`src/rtl/tes_pkg.sv`:
```
package tes_pkg;
  localparam int TW    = 16;
  localparam int NLINE = 6;
  localparam int NSWT  = 4;
  localparam int SWTW  = $clog2(NSWT);
  localparam int ARGW  = NLINE;

  typedef enum logic [2:0] {
    ACT_SET   = 3'd0,
    ACT_CLR   = 3'd1,
    ACT_ADC   = 3'd2,
    ACT_T2RST = 3'd3,
    ACT_SWT   = 3'd4,
    ACT_NOP5  = 3'd5,
    ACT_NOP6  = 3'd6,
    ACT_NOP7  = 3'd7
  } act_e;

  typedef struct packed {
    logic [TW-1:0]   when;
    act_e            kind;
    logic [ARGW-1:0] arg;
    logic            irq_en;
    logic            tsel;
  } cmd_t;
endpackage

```
`src/rtl/tes_tick.sv`:
```
module tes_tick #(
  parameter int DIV = 8
) (
  input  logic clk,
  input  logic rst,
  output logic tick
);
  localparam int CW = (DIV > 1) ? $clog2(DIV) : 1;
  localparam logic [CW-1:0] LAST = CW'(DIV - 1);

  logic [CW-1:0] cnt;

  always_ff @(posedge clk) begin
    if (rst)              cnt <= '0;
    else if (cnt == LAST) cnt <= '0;
    else                  cnt <= cnt + 1'b1;
  end

  assign tick = (cnt == LAST);
endmodule

```
`src/rtl/tes_slot.sv`:
```
module tes_slot
  import tes_pkg::*;
(
  input  logic          clk,
  input  logic          rst,
  input  logic          wr_en,
  input  cmd_t          wr_cmd,
  input  logic          tick,
  input  logic [TW-1:0] timer1,
  input  logic [TW-1:0] timer2,
  output logic          valid,
  output cmd_t          cmd,
  output logic          fire
);
  logic [TW-1:0] ref_time;

  // Payload has no reset; only the valid bit gates its use.
  always_ff @(posedge clk) begin
    if (wr_en) cmd <= wr_cmd;
  end

  always_ff @(posedge clk) begin
    if (rst)        valid <= 1'b0;
    else if (wr_en) valid <= 1'b1;
    else if (fire)  valid <= 1'b0;
  end

  assign ref_time = cmd.tsel ? timer2 : timer1;
  assign fire     = valid & tick & (cmd.when == ref_time);
endmodule

```
`src/rtl/tes_alloc.sv`:
```
module tes_alloc #(
  parameter int SLOTS = 8
) (
  input  logic [SLOTS-1:0] valid,
  input  logic             req,
  output logic [SLOTS-1:0] grant,
  output logic             full
);
  logic found;

  always_comb begin
    grant = '0;
    found = 1'b0;
    for (int i = 0; i < SLOTS; i++) begin
      if (!valid[i] && !found) begin
        grant[i] = req;
        found    = 1'b1;
      end
    end
  end

  assign full = &valid;
endmodule

```
`src/rtl/tes_action.sv`:
```
module tes_action
  import tes_pkg::*;
#(
  parameter int SLOTS = 8
) (
  input  logic                  clk,
  input  logic                  rst,
  input  logic [SLOTS-1:0]      fire,
  input  cmd_t [SLOTS-1:0]      cmds,
  output logic [NLINE-1:0]      out_lines,
  output logic                  adc_start,
  output logic                  t2_reset,
  output logic [NSWT-1:0]       swt_event,
  output logic                  irq
);
  logic [NLINE-1:0] set_m, clr_m;
  logic             adc_n, t2_n, irq_n;
  logic [NSWT-1:0]  swt_n;

  always_comb begin
    set_m = '0;
    clr_m = '0;
    adc_n = 1'b0;
    t2_n  = 1'b0;
    swt_n = '0;
    irq_n = 1'b0;
    for (int i = 0; i < SLOTS; i++) begin
      if (fire[i]) begin
        case (cmds[i].kind)
          ACT_SET:   set_m = set_m | cmds[i].arg[NLINE-1:0];
          ACT_CLR:   clr_m = clr_m | cmds[i].arg[NLINE-1:0];
          ACT_ADC:   adc_n = 1'b1;
          ACT_T2RST: t2_n  = 1'b1;
          ACT_SWT:   swt_n[cmds[i].arg[SWTW-1:0]] = 1'b1;
          default:   ;
        endcase
        if (cmds[i].irq_en) irq_n = 1'b1;
      end
    end
  end

  always_ff @(posedge clk) begin
    if (rst) begin
      out_lines <= '0;
      adc_start <= 1'b0;
      t2_reset  <= 1'b0;
      swt_event <= '0;
      irq       <= 1'b0;
    end else begin
      out_lines <= (out_lines & ~clr_m) | set_m;
      adc_start <= adc_n;
      t2_reset  <= t2_n;
      swt_event <= swt_n;
      irq       <= irq_n;
    end
  end
endmodule

```
`src/rtl/tes_sched.sv`:
```
module tes_sched
  import tes_pkg::*;
#(
  parameter int SLOTS    = 8,
  parameter int TICK_DIV = 8
) (
  input  logic                 clk,
  input  logic                 rst,
  input  logic                 ld_valid,
  input  logic [15:0]          ld_time,
  input  logic [2:0]           ld_kind,
  input  logic [5:0]           ld_arg,
  input  logic                 ld_irq_en,
  input  logic                 ld_tsel,
  output logic                 ld_accept,
  output logic                 full,
  input  logic [15:0]          timer1,
  input  logic [15:0]          timer2,
  output logic [5:0]           out_lines,
  output logic                 adc_start,
  output logic                 t2_reset,
  output logic [3:0]           swt_event,
  output logic                 irq
);
  logic             tick;
  logic [SLOTS-1:0] valid;
  logic [SLOTS-1:0] fire;
  logic [SLOTS-1:0] grant;
  cmd_t [SLOTS-1:0] cmds;
  cmd_t             new_cmd;

  assign new_cmd.when   = ld_time;
  assign new_cmd.kind   = act_e'(ld_kind);
  assign new_cmd.arg    = ld_arg;
  assign new_cmd.irq_en = ld_irq_en;
  assign new_cmd.tsel   = ld_tsel;

  tes_tick #(.DIV(TICK_DIV)) u_tick (
    .clk  (clk),
    .rst  (rst),
    .tick (tick)
  );

  tes_alloc #(.SLOTS(SLOTS)) u_alloc (
    .valid (valid),
    .req   (ld_valid),
    .grant (grant),
    .full  (full)
  );

  assign ld_accept = ld_valid & ~full;

  for (genvar g = 0; g < SLOTS; g++) begin : g_slot
    tes_slot u_slot (
      .clk    (clk),
      .rst    (rst),
      .wr_en  (grant[g]),
      .wr_cmd (new_cmd),
      .tick   (tick),
      .timer1 (timer1),
      .timer2 (timer2),
      .valid  (valid[g]),
      .cmd    (cmds[g]),
      .fire   (fire[g])
    );
  end

  tes_action #(.SLOTS(SLOTS)) u_action (
    .clk       (clk),
    .rst       (rst),
    .fire      (fire),
    .cmds      (cmds),
    .out_lines (out_lines),
    .adc_start (adc_start),
    .t2_reset  (t2_reset),
    .swt_event (swt_event),
    .irq       (irq)
  );
endmodule

```
`config.mk`:
```
export PLATFORM = sky130hd
export DESIGN_NAME = tes_sched
export DESIGN_NICKNAME = d
export VERILOG_FILES = /design/src/rtl/tes_pkg.sv /design/src/rtl/tes_tick.sv /design/src/rtl/tes_slot.sv /design/src/rtl/tes_alloc.sv /design/src/rtl/tes_action.sv /design/src/rtl/tes_sched.sv
export SDC_FILE = /design/constraint.sdc
export NUM_CORES = 1
export LEC_CHECK = 0
export BUFFER_PORTS_ARGS = -buffer_cell sky130_fd_sc_hd__buf_4
export CAP_MARGIN = 20
export CORE_ASPECT_RATIO = 1.5
export CORE_MARGIN = 3
export CORE_UTILIZATION = 45
export DETAILED_ROUTE_END_ITERATION = 10
export HOLD_SLACK_MARGIN = 0.15
export SLEW_MARGIN = 20
export SYNTH_ARGS = -nofsm -noshare
export SYNTH_HDL_FRONTEND = slang
export SYNTH_SLANG_ARGS = --single-unit
```
`constraint.sdc`:
```
create_clock -name clk -period 3.7 [get_ports clk]
set_input_delay 0 -clock clk [delete_from_list [all_inputs] [get_ports clk]]
set_output_delay 0 -clock clk [all_outputs]
set_load 0.01 [all_outputs]
```
==> results of run 1 <==
Yosys cell counts, drive strengths merged, types with 11 or more instances:
library cell  count  share of area
xor2             22          0.015
edfxtp          216           0.52
nor2b            37          0.018
dfxtp            24          0.038
xnor2           103          0.072
nand3            13         0.0052
nand3b           13         0.0078
nand2            71          0.021
o22ai            13         0.0065
nand4b           11         0.0077
nor3             11         0.0044
nand4            14         0.0070
buf              11         0.0070
nor2             43          0.013
a2111oi          12         0.0084
o21ai            12         0.0048
clkbuf           59          0.018
nor4b            11         0.0077
o32ai            13         0.0091
or4              15         0.0097
nand2b           18         0.0090
mux2i           128           0.10
nor4             52          0.026
state kept, by name, summed over array words and instances (netlist names):
name                 count
u_action.out_lines       6
u_action.swt_event       4
g_slot.u_slot.valid      8
u_action.t2_reset        1
u_tick.cnt               3
u_action.irq             1
u_action.adc_start       1
g_slot.u_slot.cmd      216
worst max path at each step:
stage	from	endpoint	slack (ps)	depth (start not counted)
6_report	g_slot[0].u_slot.cmd[0]	g_slot[0].u_slot.valid	360	8
5_1_grt	g_slot[0].u_slot.cmd[0]	g_slot[0].u_slot.valid	170	8
4_1_cts	g_slot[0].u_slot.cmd[0]	g_slot[0].u_slot.valid	390	8
3_5_place_dp	g_slot[0].u_slot.cmd[0]	u_action.swt_event[3]	470	8
3_3_place_gp	g_slot[0].u_slot.cmd[0]	u_action.swt_event[0]	530	7
2_1_floorplan	g_slot[0].u_slot.valid	g_slot[5].u_slot.cmd[0]	470	3
power breakdown:
| group | switching, mW | internal [mW] | total [mW] | leakage, nW |
|---|---|---|---|---|
| registers | 0.0280 | 2.99 | 3.02 | 2.16 |
| clock network | 1.13 | 1.52 | 2.65 | 0.425 |
| logic | 0.295 | 0.187 | 0.482 | 2.43 |
| total | 1.45 | 4.70 | 6.15 | 5.02 |
per-stage QoR:
| stage | instances | total power, mW | area [µm²] | hold slack, ps |
|---|---|---|---|---|
| floorplan | 1028 | 3.32 | 12600 | 98.9 |
| global placement | 1415 | 3.53 | 13600 | 239 |
| detailed placement | 1416 | 3.53 | 13600 | 244 |
| CTS | 1494 | 6.19 | 14800 | 209 |
| global route | 1494 | 6.32 | 14800 | 244 |
| finish | 1494 | 6.15 | 14800 | 234 |
logic make-up (layout without fill, tap and decap cells):
kind of cell	after synthesis	in the layout	share of synthesized area
multiplexers	130	130	0.104
buffers and inverters	80	204	0.0277
AND/OR/NAND/NOR	353	353	0.166
flip-flops	240	240	0.555
adder cells (fa/ha/maj)	2	2	0.00199
AO/OA/AOI/OAI	98	98	0.0591
XOR/XNOR	125	125	0.0871
layout make-up:
class,count,area [µm²],area share
clock buffers,35,757,0.0512
inverters,10,37.5,0.00254
flip-flops and latches,240,6970,0.471
multi-input cells,708,5300,0.358
clock inverters,13,121,0.00820
well taps,342,428,0.0289
repair buffers,146,1180,0.0800
per-layer routing:
metal,vias to the layer above,part of all wire
met5,-,0
met3,126,0.046
li1,4133,-
met1,4561,0.36
met4,0,0.070
met2,392,0.53
worst reg2reg max path, delay by kind of cell (launching register included):
kind / cells / cell delay (ps)
buf+inv: 1 / 560
flops: 1 / 560
mux: 1 / 340
simple gates: 6 / 1760
==> impl_results.html, run 1 <==
<table>
<tr><th>Metric</th><th>Value</th></tr>
<tr><th colspan="2">Cells and area</th></tr>
<tr><td>Most common library cell in the layout ignoring fill and taps</td><td>edfxtp_1</td></tr>
<tr><td>Share of layout cells above drive strength 1</td><td>0.157</td></tr>
<tr><td>Final layout net count</td><td>1,196</td></tr>
<tr><td>Final antenna diode count</td><td>0</td></tr>
<tr><td>Highest-count cells in the layout ignoring fill and taps</td><td>edfxtp_1, mux2i_1, buf_4, xnor2_1, nand2_1</td></tr>
<tr><td>Area grow syn2layout</td><td>17.7%</td></tr>
<tr><td>Post-Route Utilization</td><td>0.540</td></tr>
<tr><td>Fillcell total</td><td>2,400</td></tr>
<tr><th colspan="2">Clock network</th></tr>
<tr><td>Buffers inserted by post-CTS timing repair</td><td>0</td></tr>
<tr><td>Post-CTS Hold Buffers</td><td>30</td></tr>
<tr><td>Post-CTS clock slew at the launch and capture registers of the worst setup and hold paths</td><td>70 ps</td></tr>
<tr><td>Maximum root-to-sink buffer count</td><td>3</td></tr>
<tr><td>CTS tree</td><td>built</td></tr>
<tr><td>Post-cts repair resize count</td><td>0</td></tr>
<tr><td>Skew-Pair Late Insertion Delay</td><td>560 ps</td></tr>
<tr><td>CTS Buf Count</td><td>26</td></tr>
<tr><td>Clock sinks</td><td>240</td></tr>
<tr><td>Htree depth</td><td>1</td></tr>
<tr><td>Clock Tree Root</td><td>clkbuf_16</td></tr>
<tr><th colspan="2">Job</th></tr>
<tr><td>Max cap viols</td><td>0</td></tr>
<tr><th colspan="2">Setup path</th></tr>
<tr><td>Reg-to-reg startpoint</td><td>g_slot[0].u_slot.cmd[0]</td></tr>
<tr><td>FF-to-FF End</td><td>g_slot[0].u_slot.valid</td></tr>
<tr><td>WP buf/inv</td><td>1</td></tr>
<tr><td>Standard cell with the maximum stage delay on the critical path</td><td>edfxtp_1</td></tr>
<tr><td>Worst endpoint data arrival time</td><td>3790 ps</td></tr>
<tr><td>R2r worst-path depth</td><td>8</td></tr>
<tr><td>Required time at the endpoint of the critical path</td><td>4150 ps</td></tr>
<tr><td>Largest fanout of any net on the critical path</td><td>7</td></tr>
<tr><td>Type of element launching the critical path</td><td>flop</td></tr>
<tr><td>Largest stage delay, worst path</td><td>560 ps</td></tr>
<tr><td>Crit Path Category</td><td>reg2reg</td></tr>
<tr><td>Minimum setup slack among reg-to-reg paths</td><td>360 ps</td></tr>
<tr><td>Crit path cell chain</td><td>mux2i_1 &gt; nor2_1 &gt; or4b_1 &gt; or4_1 &gt; nor3_1 &gt; and2_1 &gt; nor3_1 &gt; dlygate4sd3_1</td></tr>
<tr><td>Critical Path Sink Type</td><td>flop</td></tr>
<tr><td>Critical path's most frequent cell</td><td>nor3_1</td></tr>
<tr><td>Crit-path leading delay family</td><td>simple AND/OR/NAND/NOR gates</td></tr>
<tr><th colspan="2">Synthesis</th></tr>
<tr><td>Sequential-to-total area share from yosys stat</td><td>0.555</td></tr>
<tr><td>Number of library cell types mapped by synthesis</td><td>68</td></tr>
<tr><td>Average instance area after synthesis</td><td>12.2 µm²</td></tr>
<tr><td>Yosys warns</td><td>0</td></tr>
<tr><td>#FFs+latches synth</td><td>240</td></tr>
<tr><td>Predominant post-synthesis flop cell</td><td>edfxtp_1</td></tr>
<tr><td>Synthesized instance count</td><td>1,028</td></tr>
<tr><td>Mapped Area</td><td>12,600 µm²</td></tr>
<tr><td>Synth async-reset ratio</td><td>0</td></tr>
<tr><td>Number of synthesized flops with an enable pin</td><td>216</td></tr>
<tr><td>Post-Synthesis Net Count</td><td>1,092</td></tr>
<tr><th colspan="2">STA</th></tr>
<tr><td>Max-slew headroom at the worst pin</td><td>0.304</td></tr>
<tr><td>Number of max-slew violations in the final report</td><td>0</td></tr>
<tr><td>Setup violation total in the final timing report</td><td>0</td></tr>
<tr><td>Slew at the pin with the worst max-slew slack</td><td>1040 ps</td></tr>
<tr><td>Hold Violations, Final</td><td>0</td></tr>
<tr><td>Setup TNS</td><td>0 ps</td></tr>
<tr><td>Clock skew</td><td>23.6 ps</td></tr>
<tr><td>Final worst slack</td><td>358 ps</td></tr>
<tr><td>Post-route clock period utilization</td><td>0.903</td></tr>
<tr><td>Highest clock rate</td><td>299 MHz</td></tr>
<tr><td>Final critical delay including setup and external delays</td><td>3340 ps</td></tr>
<tr><td>RSZ-0062 raised after global routing</td><td>false</td></tr>
<tr><th colspan="2">Drt</th></tr>
<tr><td>Iter 0 DRT Violations</td><td>707</td></tr>
<tr><td>Final wirelength</td><td>43,200 µm</td></tr>
<tr><td>Residual DRC count</td><td>0</td></tr>
<tr><td>Via count</td><td>9,212</td></tr>
<tr><td>Via count normalized by instance count</td><td>6.17</td></tr>
<tr><td>Length of the first detailed-routing pass in iterations</td><td>6</td></tr>
<tr><td>Routed length per instance</td><td>28.9 µm</td></tr>
<tr><td>Routed Antenna Nets</td><td>0</td></tr>
<tr><th colspan="2">Hold path</th></tr>
<tr><td>Classification of the worst-slack hold path</td><td>in2reg</td></tr>
<tr><td>Instance count along the most critical hold path</td><td>2</td></tr>
<tr><td>Startpoint of the worst hold path</td><td>ld_kind[2]</td></tr>
<tr><td>WHS Endpoint</td><td>g_slot[6].u_slot.cmd[10]</td></tr>
<tr><th colspan="2">Power</th></tr>
<tr><td>Static Leak</td><td>5.02 nW</td></tr>
<tr><td>IR drop worst, VDD</td><td>476 µV</td></tr>
<tr><td>Power per cell area</td><td>416 nW/µm²</td></tr>
<tr><th colspan="2">Placed design</th></tr>
<tr><td>Count of buffers inserted at the top-level ports</td><td>76</td></tr>
<tr><td>Pre-CTS WS</td><td>467 ps</td></tr>
<tr><td>Final weighted congestion in routability-driven placement</td><td>0.972</td></tr>
<tr><td>Detail Placement HPWL</td><td>31,400 µm</td></tr>
<tr><th colspan="2">GRT</th></tr>
<tr><td>Wire length of the first global-routing pass</td><td>62,100 µm</td></tr>
<tr><td>Met1 GRT Util</td><td>0.316</td></tr>
<tr><td>Global Route Usage Sum</td><td>0.286</td></tr>
<tr><td>Met2 GRT Util</td><td>0.519</td></tr>
<tr><td>Gr busiest metal</td><td>met2</td></tr>
<tr><td>Grt met3 use</td><td>0.0322</td></tr>
<tr><td>Via count of the first global-routing pass</td><td>9,369</td></tr>
<tr><td>Sum of overflow across all layers after global routing</td><td>0</td></tr>
<tr><td>Antenna violations before repair</td><td>0</td></tr>
<tr><td>Maximum number of pins on one net before global-route repair</td><td>29</td></tr>
<tr><th colspan="2">Floorplanning</th></tr>
<tr><td>Die area</td><td>30,000 µm²</td></tr>
<tr><td>Die X</td><td>142 µm</td></tr>
<tr><td>Count of boundary I/O pins</td><td>77</td></tr>
<tr><td>Standard-cell rows</td><td>74</td></tr>
<tr><td>Placeable core area</td><td>27,400 µm²</td></tr>
<tr><td>Starting Density</td><td>0.458</td></tr>
<tr><td>DIE HEIGHT</td><td>211 µm</td></tr>
<tr><th colspan="2">Run status</th></tr>
<tr><td>Outcome</td><td>complete, no violations</td></tr>
</table>
No activity file was read; power rests on OpenSTA's default activity.
==> run 2: changes to the inputs <==
--- a/config.mk
+++ b/config.mk
@@ -12,6 +12,7 @@
 export CORE_UTILIZATION = 45
 export DETAILED_ROUTE_END_ITERATION = 10
 export HOLD_SLACK_MARGIN = 0.15
+export MAX_ROUTING_LAYER = met4
 export SLEW_MARGIN = 20
 export SYNTH_ARGS = -nofsm -noshare
 export SYNTH_HDL_FRONTEND = slang
==> run 2 against run 1 <==
  * Design area is 0.75% lower
  * Sequential share of layout area is 0.36 points higher
  * Fmax is 1.9% lower
  * Cell count is 0.20% lower
  * Hold slack better by 13 ps
  * Non-clock buffer count is 2 higher
  * Die area stayed put
  * Largest cell class unchanged
  * Clock power is 12% lower
  * Via count is 0.96% lower
  * Flip-flop and latch count stayed put
  * Count of clock-buffer cells in the layout is 1 higher
  * Worst setup slack worse by 65 ps
==> impl_results.html, run 2 (synthesis results as in run 1) <==
<table>
<tr><th>Metric</th><th>Value</th></tr>
<tr><th colspan="2">STA</th></tr>
<tr><td>Final critical delay including setup and external delays</td><td>3410 ps</td></tr>
<tr><td>Setup TNS</td><td>0 ps</td></tr>
<tr><td>Post-route clock period utilization</td><td>0.921</td></tr>
<tr><td>Setup violation total in the final timing report</td><td>0</td></tr>
<tr><td>Hold Violations, Final</td><td>0</td></tr>
<tr><td>Clock skew</td><td>20.4 ps</td></tr>
<tr><td>Max-slew headroom at the worst pin</td><td>0.313</td></tr>
<tr><td>RSZ-0062 raised after global routing</td><td>false</td></tr>
<tr><td>Number of max-slew violations in the final report</td><td>0</td></tr>
<tr><td>Slew at the pin with the worst max-slew slack</td><td>1030 ps</td></tr>
<tr><td>Final worst slack</td><td>293 ps</td></tr>
<tr><td>Highest clock rate</td><td>294 MHz</td></tr>
<tr><th colspan="2">Hold path</th></tr>
<tr><td>Startpoint of the worst hold path</td><td>ld_kind[2]</td></tr>
<tr><td>Classification of the worst-slack hold path</td><td>in2reg</td></tr>
<tr><td>Instance count along the most critical hold path</td><td>2</td></tr>
<tr><td>WHS Endpoint</td><td>g_slot[7].u_slot.cmd[10]</td></tr>
<tr><th colspan="2">Clock network</th></tr>
<tr><td>Post-CTS Hold Buffers</td><td>30</td></tr>
<tr><td>Htree depth</td><td>1</td></tr>
<tr><td>Buffers inserted by post-CTS timing repair</td><td>0</td></tr>
<tr><td>CTS tree</td><td>built</td></tr>
<tr><td>Clock sinks</td><td>240</td></tr>
<tr><td>Post-cts repair resize count</td><td>0</td></tr>
<tr><td>Post-CTS clock slew at the launch and capture registers of the worst setup and hold paths</td><td>60 ps</td></tr>
<tr><td>Maximum root-to-sink buffer count</td><td>3</td></tr>
<tr><td>Skew-Pair Late Insertion Delay</td><td>540 ps</td></tr>
<tr><td>Clock Tree Root</td><td>clkbuf_16</td></tr>
<tr><td>CTS Buf Count</td><td>24</td></tr>
<tr><th colspan="2">Floorplanning</th></tr>
<tr><td>Starting Density</td><td>0.458</td></tr>
<tr><td>Placeable core area</td><td>27,400 µm²</td></tr>
<tr><td>Die area</td><td>30,000 µm²</td></tr>
<tr><td>DIE HEIGHT</td><td>211 µm</td></tr>
<tr><td>Count of boundary I/O pins</td><td>77</td></tr>
<tr><td>Die X</td><td>142 µm</td></tr>
<tr><td>Standard-cell rows</td><td>74</td></tr>
<tr><th colspan="2">GRT</th></tr>
<tr><td>Antenna violations before repair</td><td>0</td></tr>
<tr><td>Wire length of the first global-routing pass</td><td>62,000 µm</td></tr>
<tr><td>Met1 GRT Util</td><td>0.312</td></tr>
<tr><td>Grt met3 use</td><td>0.0276</td></tr>
<tr><td>Met2 GRT Util</td><td>0.531</td></tr>
<tr><td>Via count of the first global-routing pass</td><td>9,450</td></tr>
<tr><td>Sum of overflow across all layers after global routing</td><td>0</td></tr>
<tr><td>Maximum number of pins on one net before global-route repair</td><td>29</td></tr>
<tr><td>Global Route Usage Sum</td><td>0.295</td></tr>
<tr><td>Gr busiest metal</td><td>met2</td></tr>
<tr><th colspan="2">Setup path</th></tr>
<tr><td>Worst endpoint data arrival time</td><td>3830 ps</td></tr>
<tr><td>Minimum setup slack among reg-to-reg paths</td><td>290 ps</td></tr>
<tr><td>Critical Path Sink Type</td><td>flop</td></tr>
<tr><td>R2r worst-path depth</td><td>8</td></tr>
<tr><td>Crit Path Category</td><td>reg2reg</td></tr>
<tr><td>Largest fanout of any net on the critical path</td><td>7</td></tr>
<tr><td>Reg-to-reg startpoint</td><td>g_slot[0].u_slot.cmd[0]</td></tr>
<tr><td>FF-to-FF End</td><td>g_slot[0].u_slot.valid</td></tr>
<tr><td>Required time at the endpoint of the critical path</td><td>4120 ps</td></tr>
<tr><td>Type of element launching the critical path</td><td>flop</td></tr>
<tr><th colspan="2">Cells and area</th></tr>
<tr><td>Storage element area</td><td>6970 µm²</td></tr>
<tr><td>Fillcell total</td><td>2,391</td></tr>
<tr><td>Max reg flops</td><td>216</td></tr>
<tr><td>Final antenna diode count</td><td>0</td></tr>
<tr><td>Highest-count cells in the layout ignoring fill and taps</td><td>edfxtp_1, mux2i_1, buf_4, xnor2_1, nand2_1</td></tr>
<tr><td>Area of the multi-input gates</td><td>5300 µm²</td></tr>
<tr><td>Most flops, register</td><td>g_slot.u_slot.cmd</td></tr>
<tr><td>Share of layout cells above drive strength 1</td><td>0.148</td></tr>
<tr><td>Area grow syn2layout</td><td>16.9%</td></tr>
<tr><td>Top Registers</td><td>g_slot.u_slot.cmd x216, g_slot.u_slot.valid x8, u_action.out_lines x6</td></tr>
<tr><td>Most common library cell in the layout ignoring fill and taps</td><td>edfxtp_1</td></tr>
<tr><td>Final layout net count</td><td>1,196</td></tr>
<tr><th colspan="2">Placed design</th></tr>
<tr><td>Count of buffers inserted at the top-level ports</td><td>76</td></tr>
<tr><td>Detail Placement HPWL</td><td>31,600 µm</td></tr>
<tr><td>Final weighted congestion in routability-driven placement</td><td>0.950</td></tr>
<tr><td>Pre-CTS WS</td><td>393 ps</td></tr>
<tr><th colspan="2">Drt</th></tr>
<tr><td>Via count</td><td>9,124</td></tr>
<tr><td>Length of the first detailed-routing pass in iterations</td><td>5</td></tr>
<tr><td>Via count normalized by instance count</td><td>6.12</td></tr>
<tr><td>Final wirelength</td><td>43,200 µm</td></tr>
<tr><td>Routed length per instance</td><td>29.0 µm</td></tr>
<tr><td>Residual DRC count</td><td>0</td></tr>
<tr><td>Iter 0 DRT Violations</td><td>731</td></tr>
<tr><td>Routed Antenna Nets</td><td>0</td></tr>
<tr><th colspan="2">Job</th></tr>
<tr><td>Max cap viols</td><td>0</td></tr>
<tr><th colspan="2">Power</th></tr>
<tr><td>Static Leak</td><td>4.96 nW</td></tr>
<tr><td>IR drop worst, VDD</td><td>371 µV</td></tr>
<tr><td>Power per cell area</td><td>397 nW/µm²</td></tr>
<tr><th colspan="2">Run status</th></tr>
<tr><td>Outcome</td><td>complete, no violations</td></tr>
</table>
## run 2: power breakdown
| group | internal, mW | switching (mW) |
|---|---|---|
| Sequential | 2.99 | 0.0287 |
| Clock | 1.31 | 1.01 |
| Combinational | 0.188 | 0.294 |
## run 2: how the worst max path moves through the flow
stage	slack [ps]	cells past startpoint	endpoint	start
final	290	8	g_slot[0].u_slot.valid	g_slot[0].u_slot.cmd[0]
after global routing	50	11	u_action.out_lines[1]	u_tick.cnt[0]
after CTS	310	8	g_slot[0].u_slot.valid	g_slot[0].u_slot.cmd[0]
after detailed placement	390	11	u_action.out_lines[0]	u_tick.cnt[0]
after global placement	410	11	u_action.out_lines[0]	u_tick.cnt[0]
after floorplan	470	3	g_slot[5].u_slot.cmd[0]	g_slot[0].u_slot.valid
## run 2: metal layers
metal	wire length, µm	part of all wire
met5	0	0
met2	23200	0.54
met4	3000	0.069
met3	1690	0.039
met1	15300	0.35
## run 2: final cells by class
| type | count | share of cell area |
|---|---|---|
| multi-input cells | 708 | 0.361 |
| flip-flops and latches | 240 | 0.475 |
| well taps | 342 | 0.0291 |
| inverters | 10 | 0.00256 |
| clock inverters | 7 | 0.00409 |
| clock buffers | 36 | 0.0454 |
| repair buffers | 148 | 0.0833 |
## run 2: metrics by stage
stage | cell area, µm² | instances | hold WS [ps] | utilization | power, mW
after detailed placement | 13600 | 1417 | 241 | 0.497 | 3.53
after CTS | 14700 | 1490 | 225 | 0.535 | 5.86
after global placement | 13600 | 1417 | 237 | 0.497 | 3.53
after global routing | 14700 | 1491 | 258 | 0.536 | 6.00
final | 14700 | 1491 | 248 | 0.536 | 5.83
after floorplan | 12600 | 1028 | 98.9 | - | 3.32
## run 2: worst max-delay path, stage by stage, from the launching register on
cell and delay (ps):
edfxtp_1 580, mux2i_1 330, nor2_1 80, or4b_1 520
or4_1 490, nor3_1 320, and2_1 330, nor3_1 70
dlygate4sd3_1 570
